$ cat src/rtl/cal_engine_pkg.sv
package cal_engine_pkg;

  localparam int NFIELD = 7;
  localparam int F_SEC  = 0;
  localparam int F_MIN  = 1;
  localparam int F_HOUR = 2;
  localparam int F_WDAY = 3;
  localparam int F_MDAY = 4;
  localparam int F_MON  = 5;
  localparam int F_YEAR = 6;
  localparam int NALARM = 3;

  typedef logic [NFIELD-1:0][7:0] cal_vec_t;
  typedef logic [NALARM-1:0][7:0] alm_vec_t;

  typedef enum logic [0:0] {SEQ_IDLE, SEQ_WAIT} seq_state_e;

  // register byte -> binary value
  function automatic logic [7:0] from_reg(input logic [7:0] b, input logic bin);
    logic [7:0] v;
    v = 8'(b[7:4]) * 8'd10 + 8'(b[3:0]);
    return bin ? b : v;
  endfunction

  // binary value -> register byte
  function automatic logic [7:0] to_reg(input logic [7:0] v, input logic bin);
    logic [7:0] tens;
    logic [7:0] units;
    tens  = v / 8'd10;
    units = v % 8'd10;
    return bin ? v : {tens[3:0], units[3:0]};
  endfunction

  function automatic logic [7:0] from_hour(input logic [7:0] b, input logic bin,
                                           input logic h24);
    logic [7:0] h;
    h = from_reg({1'b0, b[6:0]}, bin);
    if (!h24 && b[7]) h = h + 8'd12;
    return h;
  endfunction

  function automatic logic [7:0] to_hour(input logic [7:0] v, input logic bin,
                                         input logic h24);
    logic [7:0] lo;
    lo = to_reg(v % 8'd12, bin);
    return h24 ? to_reg(v, bin) : {(v >= 8'd12), lo[6:0]};
  endfunction

  function automatic logic [7:0] month_days(input logic [7:0] mon, input logic leap);
    case (mon)
      8'd2:                    return leap ? 8'd29 : 8'd28;
      8'd4, 8'd6, 8'd9, 8'd11: return 8'd30;
      default:                 return 8'd31;
    endcase
  endfunction

endpackage

$ cat src/rtl/cal_advance.sv
module cal_advance
  import cal_engine_pkg::*;
#(
  parameter int BASE_YEAR = 2000
) (
  input  cal_vec_t cur,
  output cal_vec_t nxt
);

  localparam logic [15:0] BASE16 = 16'(BASE_YEAR);

  logic [15:0] full_year;
  logic        leap;
  logic [7:0]  dim;
  logic        c_min, c_hour, c_day, c_mon, c_year;

  assign full_year = BASE16 + 16'(cur[F_YEAR]);
  assign leap = (full_year % 16'd4 == 16'd0) &&
                ((full_year % 16'd100 != 16'd0) || (full_year % 16'd400 == 16'd0));
  assign dim = month_days(cur[F_MON], leap);

  always_comb begin
    nxt    = cur;
    c_min  = cur[F_SEC] >= 8'd59;
    c_hour = c_min  && (cur[F_MIN]  >= 8'd59);
    c_day  = c_hour && (cur[F_HOUR] >= 8'd23);
    c_mon  = c_day  && (cur[F_MDAY] >= dim);
    c_year = c_mon  && (cur[F_MON]  >= 8'd12);

    nxt[F_SEC] = c_min ? 8'd0 : cur[F_SEC] + 8'd1;
    if (c_min)  nxt[F_MIN]  = c_hour ? 8'd0 : cur[F_MIN] + 8'd1;
    if (c_hour) nxt[F_HOUR] = c_day  ? 8'd0 : cur[F_HOUR] + 8'd1;
    if (c_day) begin
      nxt[F_WDAY] = (cur[F_WDAY] >= 8'd7) ? 8'd1 : cur[F_WDAY] + 8'd1;
      nxt[F_MDAY] = c_mon ? 8'd1 : cur[F_MDAY] + 8'd1;
    end
    if (c_mon)  nxt[F_MON]  = c_year ? 8'd1 : cur[F_MON] + 8'd1;
    if (c_year) nxt[F_YEAR] = (cur[F_YEAR] >= 8'd99) ? 8'd0 : cur[F_YEAR] + 8'd1;
  end

endmodule

$ cat src/rtl/cal_codec.sv
module cal_codec
  import cal_engine_pkg::*;
(
  input  cal_vec_t int_time,
  input  cal_vec_t raw_in,
  input  logic     bin,
  input  logic     h24,
  output cal_vec_t enc_out,
  output cal_vec_t dec_out
);

  for (genvar f = 0; f < NFIELD; f++) begin : g_field
    if (f == F_HOUR) begin : g_hour
      assign enc_out[f] = to_hour(int_time[f], bin, h24);
      assign dec_out[f] = from_hour(raw_in[f], bin, h24);
    end else begin : g_plain
      assign enc_out[f] = to_reg(int_time[f], bin);
      assign dec_out[f] = from_reg(raw_in[f], bin);
    end
  end

endmodule

$ cat src/rtl/alarm_match.sv
module alarm_match
  import cal_engine_pkg::*;
(
  input  alm_vec_t alm,
  input  alm_vec_t now,
  input  logic     bin,
  input  logic     h24,
  output logic     hit
);

  logic [NALARM-1:0] fld_ok;

  for (genvar k = 0; k < NALARM; k++) begin : g_alm
    logic [7:0] want;
    if (k == F_HOUR) begin : g_hour
      assign want = from_hour(alm[k], bin, h24);
    end else begin : g_plain
      assign want = from_reg(alm[k], bin);
    end
    assign fld_ok[k] = (alm[k][7:6] == 2'b11) || (want == now[k]);
  end

  assign hit = &fld_ok;

endmodule

$ cat src/rtl/update_seq.sv
module update_seq
  import cal_engine_pkg::*;
#(
  parameter int UIP_CYCLES = 8
) (
  input  logic clk,
  input  logic rst_n,
  input  logic tick_ok,
  input  logic set_mode,
  output logic adv_en,
  output logic done,
  output logic busy,
  output logic uip
);

  localparam int CW = $clog2(UIP_CYCLES + 1);

  seq_state_e    state_q, state_d;
  logic [CW-1:0] cnt_q, cnt_d;
  logic          uip_q, uip_d;

  always_comb begin
    state_d = state_q;
    cnt_d   = cnt_q;
    uip_d   = uip_q;
    adv_en  = 1'b0;
    done    = 1'b0;
    case (state_q)
      SEQ_IDLE: begin
        if (tick_ok) begin
          adv_en  = 1'b1;
          state_d = SEQ_WAIT;
          cnt_d   = '0;
          uip_d   = !set_mode;
        end
      end
      SEQ_WAIT: begin
        if (cnt_q == CW'(UIP_CYCLES - 1)) begin
          done    = 1'b1;
          state_d = SEQ_IDLE;
          uip_d   = 1'b0;
        end else begin
          cnt_d = cnt_q + 1'b1;
        end
      end
      default: state_d = SEQ_IDLE;
    endcase
    if (set_mode) uip_d = 1'b0;
  end

  always_ff @(posedge clk or negedge rst_n) begin
    if (!rst_n) begin
      state_q <= SEQ_IDLE;
      cnt_q   <= '0;
      uip_q   <= 1'b0;
    end else begin
      state_q <= state_d;
      cnt_q   <= cnt_d;
      uip_q   <= uip_d;
    end
  end

  assign busy = (state_q == SEQ_WAIT);
  assign uip  = uip_q;

  // SET drops the update-in-progress indication
  p_set_blocks_uip_r8: assert property (@(posedge clk) disable iff (!rst_n)
    set_mode |=> !uip);

  // an accepted tick always opens the pending window
  p_start_opens_window_r2: assert property (@(posedge clk) disable iff (!rst_n)
    adv_en |=> busy);

endmodule

$ cat src/rtl/cal_update_engine.sv
module cal_update_engine
  import cal_engine_pkg::*;
#(
  parameter int         BASE_YEAR  = 2000,
  parameter int         UIP_CYCLES = 8,
  parameter logic [2:0] RUN_CODE   = 3'b010
) (
  input  logic                 clk,
  input  logic                 rst_n,
  input  logic                 sec_tick,
  input  logic [2:0]           osc_sel,
  input  logic                 set_mode,
  input  logic                 bin_mode,
  input  logic                 h24_mode,
  input  logic                 alarm_ie,
  input  logic                 update_ie,
  input  logic                 load_en,
  input  logic [NFIELD*8-1:0]  load_bytes,
  input  logic [NALARM*8-1:0]  alarm_bytes,
  output logic [NFIELD*8-1:0]  time_bytes,
  output logic                 uip,
  output logic                 af_set,
  output logic                 uf_set,
  output logic                 irqf_set
);

  // year, month, day, weekday, hour, minute, second
  localparam cal_vec_t RESET_TIME = {8'd0, 8'd1, 8'd1, 8'd1, 8'd0, 8'd0, 8'd0};

  cal_vec_t cur_q, cur_d;
  cal_vec_t reg_q, reg_d;
  cal_vec_t nxt_time, enc_time, dec_load;
  logic     af_q, af_d, uf_q, uf_d, irqf_q, irqf_d;
  logic     tick_ok, adv_en, done, busy, alarm_hit;

  assign tick_ok = sec_tick && (osc_sel == RUN_CODE);

  update_seq #(.UIP_CYCLES(UIP_CYCLES)) u_seq (
    .clk      (clk),
    .rst_n    (rst_n),
    .tick_ok  (tick_ok),
    .set_mode (set_mode),
    .adv_en   (adv_en),
    .done     (done),
    .busy     (busy),
    .uip      (uip)
  );

  cal_advance #(.BASE_YEAR(BASE_YEAR)) u_adv (
    .cur (cur_q),
    .nxt (nxt_time)
  );

  cal_codec u_codec (
    .int_time (cur_q),
    .raw_in   (cal_vec_t'(load_bytes)),
    .bin      (bin_mode),
    .h24      (h24_mode),
    .enc_out  (enc_time),
    .dec_out  (dec_load)
  );

  alarm_match u_alarm (
    .alm (alm_vec_t'(alarm_bytes)),
    .now (cur_q[NALARM-1:0]),
    .bin (bin_mode),
    .h24 (h24_mode),
    .hit (alarm_hit)
  );

  always_comb begin
    cur_d = cur_q;
    if (load_en)     cur_d = dec_load;
    else if (adv_en) cur_d = nxt_time;

    reg_d = reg_q;
    if (load_en)                reg_d = cal_vec_t'(load_bytes);
    else if (done && !set_mode) reg_d = enc_time;

    af_d   = done && alarm_ie && alarm_hit;
    uf_d   = done;
    irqf_d = af_d || (done && update_ie && !set_mode);
  end

  always_ff @(posedge clk or negedge rst_n) begin
    if (!rst_n) begin
      cur_q  <= RESET_TIME;
      reg_q  <= RESET_TIME;
      af_q   <= 1'b0;
      uf_q   <= 1'b0;
      irqf_q <= 1'b0;
    end else begin
      cur_q  <= cur_d;
      reg_q  <= reg_d;
      af_q   <= af_d;
      uf_q   <= uf_d;
      irqf_q <= irqf_d;
    end
  end

  assign time_bytes = reg_q;
  assign af_set     = af_q;
  assign uf_set     = uf_q;
  assign irqf_set   = irqf_q;

  // an advance always leaves a legal seconds count
  p_sec_legal_r3: assert property (@(posedge clk) disable iff (!rst_n)
    adv_en && !load_en |=> cur_q[F_SEC] <= 8'd59);

  // a tick inside the pending window changes nothing
  p_tick_ignored_r2: assert property (@(posedge clk) disable iff (!rst_n)
    sec_tick && busy && !load_en |=> $stable(cur_q));

  // the alarm flag is only raised together with an update end
  p_alarm_at_update_r9: assert property (@(posedge clk) disable iff (!rst_n)
    af_set |-> uf_set);

  // update-ended event is a single-cycle pulse
  p_uf_single_r10: assert property (@(posedge clk) disable iff (!rst_n)
    uf_set |=> !uf_set);

  // no refresh of visible bytes under SET
  p_no_refresh_in_set_r8: assert property (@(posedge clk) disable iff (!rst_n)
    done && set_mode && !load_en |=> $stable(time_bytes));

endmodule

$ cat config.mk
export PLATFORM = sky130hd
export DESIGN_NAME = cal_update_engine
export DESIGN_NICKNAME = d
export VERILOG_FILES = /design/src/rtl/cal_engine_pkg.sv /design/src/rtl/cal_advance.sv /design/src/rtl/cal_codec.sv /design/src/rtl/alarm_match.sv /design/src/rtl/update_seq.sv /design/src/rtl/cal_update_engine.sv
export SDC_FILE = /design/constraint.sdc
export NUM_CORES = 1
export LEC_CHECK = 0
export ABC_AREA = 1
export BUFFER_PORTS_ARGS = -buffer_cell sky130_fd_sc_hd__clkbuf_2
export CAP_MARGIN = 10
export CORE_MARGIN = 10
export CORE_UTILIZATION = 35
export CTS_CLUSTER_SIZE = 12
export DETAILED_ROUTE_END_ITERATION = 16
export GPL_TIMING_DRIVEN = 1
export SLEW_MARGIN = 15
export SYNTH_ARGS = -nofsm -noshare
export SYNTH_HDL_FRONTEND = slang
export SYNTH_SLANG_ARGS = --single-unit
$ cat constraint.sdc
create_clock -name clk -period 5.2 [get_ports clk]
set_input_delay 1.56 -clock clk [delete_from_list [all_inputs] [get_ports clk]]
set_output_delay 1.56 -clock clk [all_outputs]
set_load 0.01 [all_outputs]
==> metrics.md <==
| Metric | Value |
|---|---|
| Status | `finished clean` |
| CTS Buf Count | `17` |
| Final Hold Violating Endpoints | `0` |
| Port Buffer Count | `roughly 150` |
| Critical path capture point type | `register` |
| Most frequent cells in the layout | `nand2_1 (512), inv_1 (248), o21ai_0 (157)` |
| Diode count | `0` |
| Root Driver | `clkbuf_16` |
| Most common cell on crit path | `nand2_1` |
| DR pass1 iterations | `7` |
| Die width | `213 um` |
| Worst path arrival time | `between 5 and 6 ns` |
| Top_reg_cell synth | `dfrtp_1` |
| IO Pins | `roughly 150` |
| Hold/Removal Path Class | `register to register` |
| PwrDens | `a little over 500 nW/um^2` |
| Skew-Pair Late Insertion Delay | `~0.45 ns` |
| Period Utilization, post-route | `a little over 90%` |
| Vias/cell | `roughly 5.2` |
| Yosys Warn Count | `0` |
| Syn_area_per_cell | `about 6.7 um^2` |
| Fraction of registers with async set/reset | `between 90% and 100%` |
| Max Clock Freq | `0.208 GHz` |
| Dpl cells | `about 2.5k` |
| Cell depth of the worst hold path | `2` |
| Clock sinks | `121` |
| Reg2Reg Depth | `34` |
| #FFs+latches synth | `approximately 120` |
| Number of flops mapped to enable cells by yosys | `0` |
| DRC | `0` |
| Final ANT Viol Nets | `0` |
| WL final | `~42000 um` |
| Crit path required time | `about 5.5 ns` |
| GRT Residual Overflow | `0` |
| Final net count | `2285` |
| WL/cell | `16.3 um` |
| Slowest stage cell, crit path | `dfrtp_2` |
| Max incr delay on CP | `0.41 ns` |
| First-pass GRT wire length | `67800 um` |
| Synth-to-Final Area Change | `14.1%` |
| Clock Pin Slew Worst Setup and Hold Paths | `approximately 0.060 ns` |
| Setup TNS | `0 ns` |
| Non-filler instance count after layout | `between 2k and 3k` |
| Layout cell share with drive strength beyond 1 | `between 10% and 20%` |
| Commonest non-fill, non-tap cell in the layout | `nand2_1` |
| Initial antenna violation count | `0` |
| Synthesized cell area | `about 13000 um^2` |
| Post-route cell area | `between 10000 and 15000 um^2` |
| Vias after detailed routing | `~13k` |
| Setup Skew | `between 0.01 and 0.015 ns` |
| Startpoint types | `register` |
| Max_slew headroom | `30.2%` |
| Setup violators final | `0` |
| Core area | `~37000 um^2` |
| Max cap viols | `0` |
| Post-synthesis sequential area ratio | `a little under a quarter` |
| Peak VDD IR | `approximately 0.38 mV` |
| Vias in the first global route | `roughly 13k` |
| Clock tree buffer depth | `2` |
| Worst Max-Slew Pin Slew | `between 1 and 1.5 ns` |
| Placed Area | `around 14000 um^2` |
| Cell variety after synth | `67` |
| Period minus WS final | `slightly below 5 ns` |
| Mapped Cells | `a little under 2k` |
| Crit-path max FO | `6` |
| Htree depth | `4` |
| Initial Util | `35.5%` |
| Lkg Pwr | `7.81 nW` |
| DIE AREA | `roughly 45000 um^2` |
| HPWL after DPL | `~32000 um` |
| Syn Nets | `2159` |
| DRT iter0 DRCs | `~940` |
| Die height | `about 210 um` |
| WS Path Type | `register to register` |
| CTS tree | `done` |
| FP Rows | `70` |
| Largest net degree at the start of global routing | `about 110` |
| RePlAce Congestion | `just under 0.9` |
| Final-report max-slew violation count | `0` |
| GRT Total Usage | `about 18%` |
-- state kept, by name (all words and copies together) (netlist names) --
register and cells:
af_set 1, cur_q 56, irqf_set 1, time_bytes 56, u_seq.busy 1, u_seq.cnt_q 4
u_seq.uip 1, uf_set 1
-- area by class of cell --
class / count / area, um^2
fillers: 3888 / 21800
inverters: 267 / 1000
repair buffers: 170 / 923
well taps: 468 / 586
multi-input cells: 1490 / 8740
clock inverters: 9 / 100
flip-flops and latches: 121 / 3040
clock buffers: 23 / 458
-- where the power goes --
part           leakage, nW  total (mW)  internal (mW)  switching (mW)
Sequential            1.46        1.42           1.15           0.276
Combinational         6.07        4.92           1.72            3.20
Clock                0.271        1.19          0.713           0.476
Total                 7.81        7.53           3.58            3.95
-- stage by stage --
| stage | worst slack (ns) | hold slack [ns] | total power, mW | util (%) |
|---|---|---|---|---|
| after floorplan | 0.733 | 0.442 | 5.21 | - |
| after global placement | 0.420 | 0.454 | 6.06 | 38.9 |
| after detailed placement | 0.241 | 0.459 | 6.23 | 38.9 |
| after CTS | 0.229 | 0.475 | 7.47 | 40.5 |
| after global routing | -0.0353 | 0.508 | 8.33 | 40.5 |
| final | 0.387 | 0.474 | 7.53 | 40.5 |
-- worst paths after layout --
kind | startpoint | endpoint | slack [ns]
setup / recovery | cur_q[53] | cur_q[53] | 0.39
hold / removal | cur_q[44] | cur_q[44] | 0.47
setup reg to reg | cur_q[53] | cur_q[53] | 0.39
hold reg to reg | cur_q[44] | cur_q[44] | 0.47
max in group asynchronous | rst_n | time_bytes[8] | 3.03
min in group asynchronous | rst_n | time_bytes[19] | 1.28
-- worst max-delay path: cells and delay by family, from the launching register on --
kind | cells | cell delay, ns
fa+ha+maj | 2 | 0.59
buf+inv | 3 | 0.16
mux | 1 | 0.36
compound gates | 5 | 0.74
flops | 1 | 0.41
simple gates | 23 | 2.43
-- cells in the mapped netlist (all sizes together), types with 28 or more instances --
library cell,n,area share [%]
inv,261,7.5
a21oi,87,3.4
xor2,67,4.6
o211ai,28,1.6
o21ai,187,7.4
ha,108,10
dfrtp,115,22
nor2,145,4.5
clkbuf,51,1.5
nand3,119,5.1
nand2,542,17
xnor2,28,1.9
-- logic make-up (layout without fill, tap and decap cells) --
group                    after synthesis  count (layout)  share of synthesized area, %
adder cells (fa/ha/maj)              126             126                          13.2
buffers and inverters                330             469                          9.68
multiplexers                           2               2                         0.163
AO/OA/AOI/OAI                        391             391                          17.6
AND/OR/NAND/NOR                      876             876                          29.5
XOR/XNOR                              95              95                          6.57
flip-flops                           121             121                          23.3
-- routing by layer --
metal  wire (um)  share of wire [%]  GRT usage (%)  vias up
li1            -                  -              -     6623
met5           0                  0              0        -
met4         642                1.5           5.17        0
met2       19400                 47           30.8      327
met1       19500                 47           24.1     6240
met3        2120                5.1           2.83       36
-- what timing repair did --
action,in CTS,in global routing
resized for setup,0,9
endpoints found under the hold margin,0,0
setup buffers,0,2
setup endpoints to repair,0,17
hold buffers,0,0
Note: power is estimated with default switching activity, not from simulation.
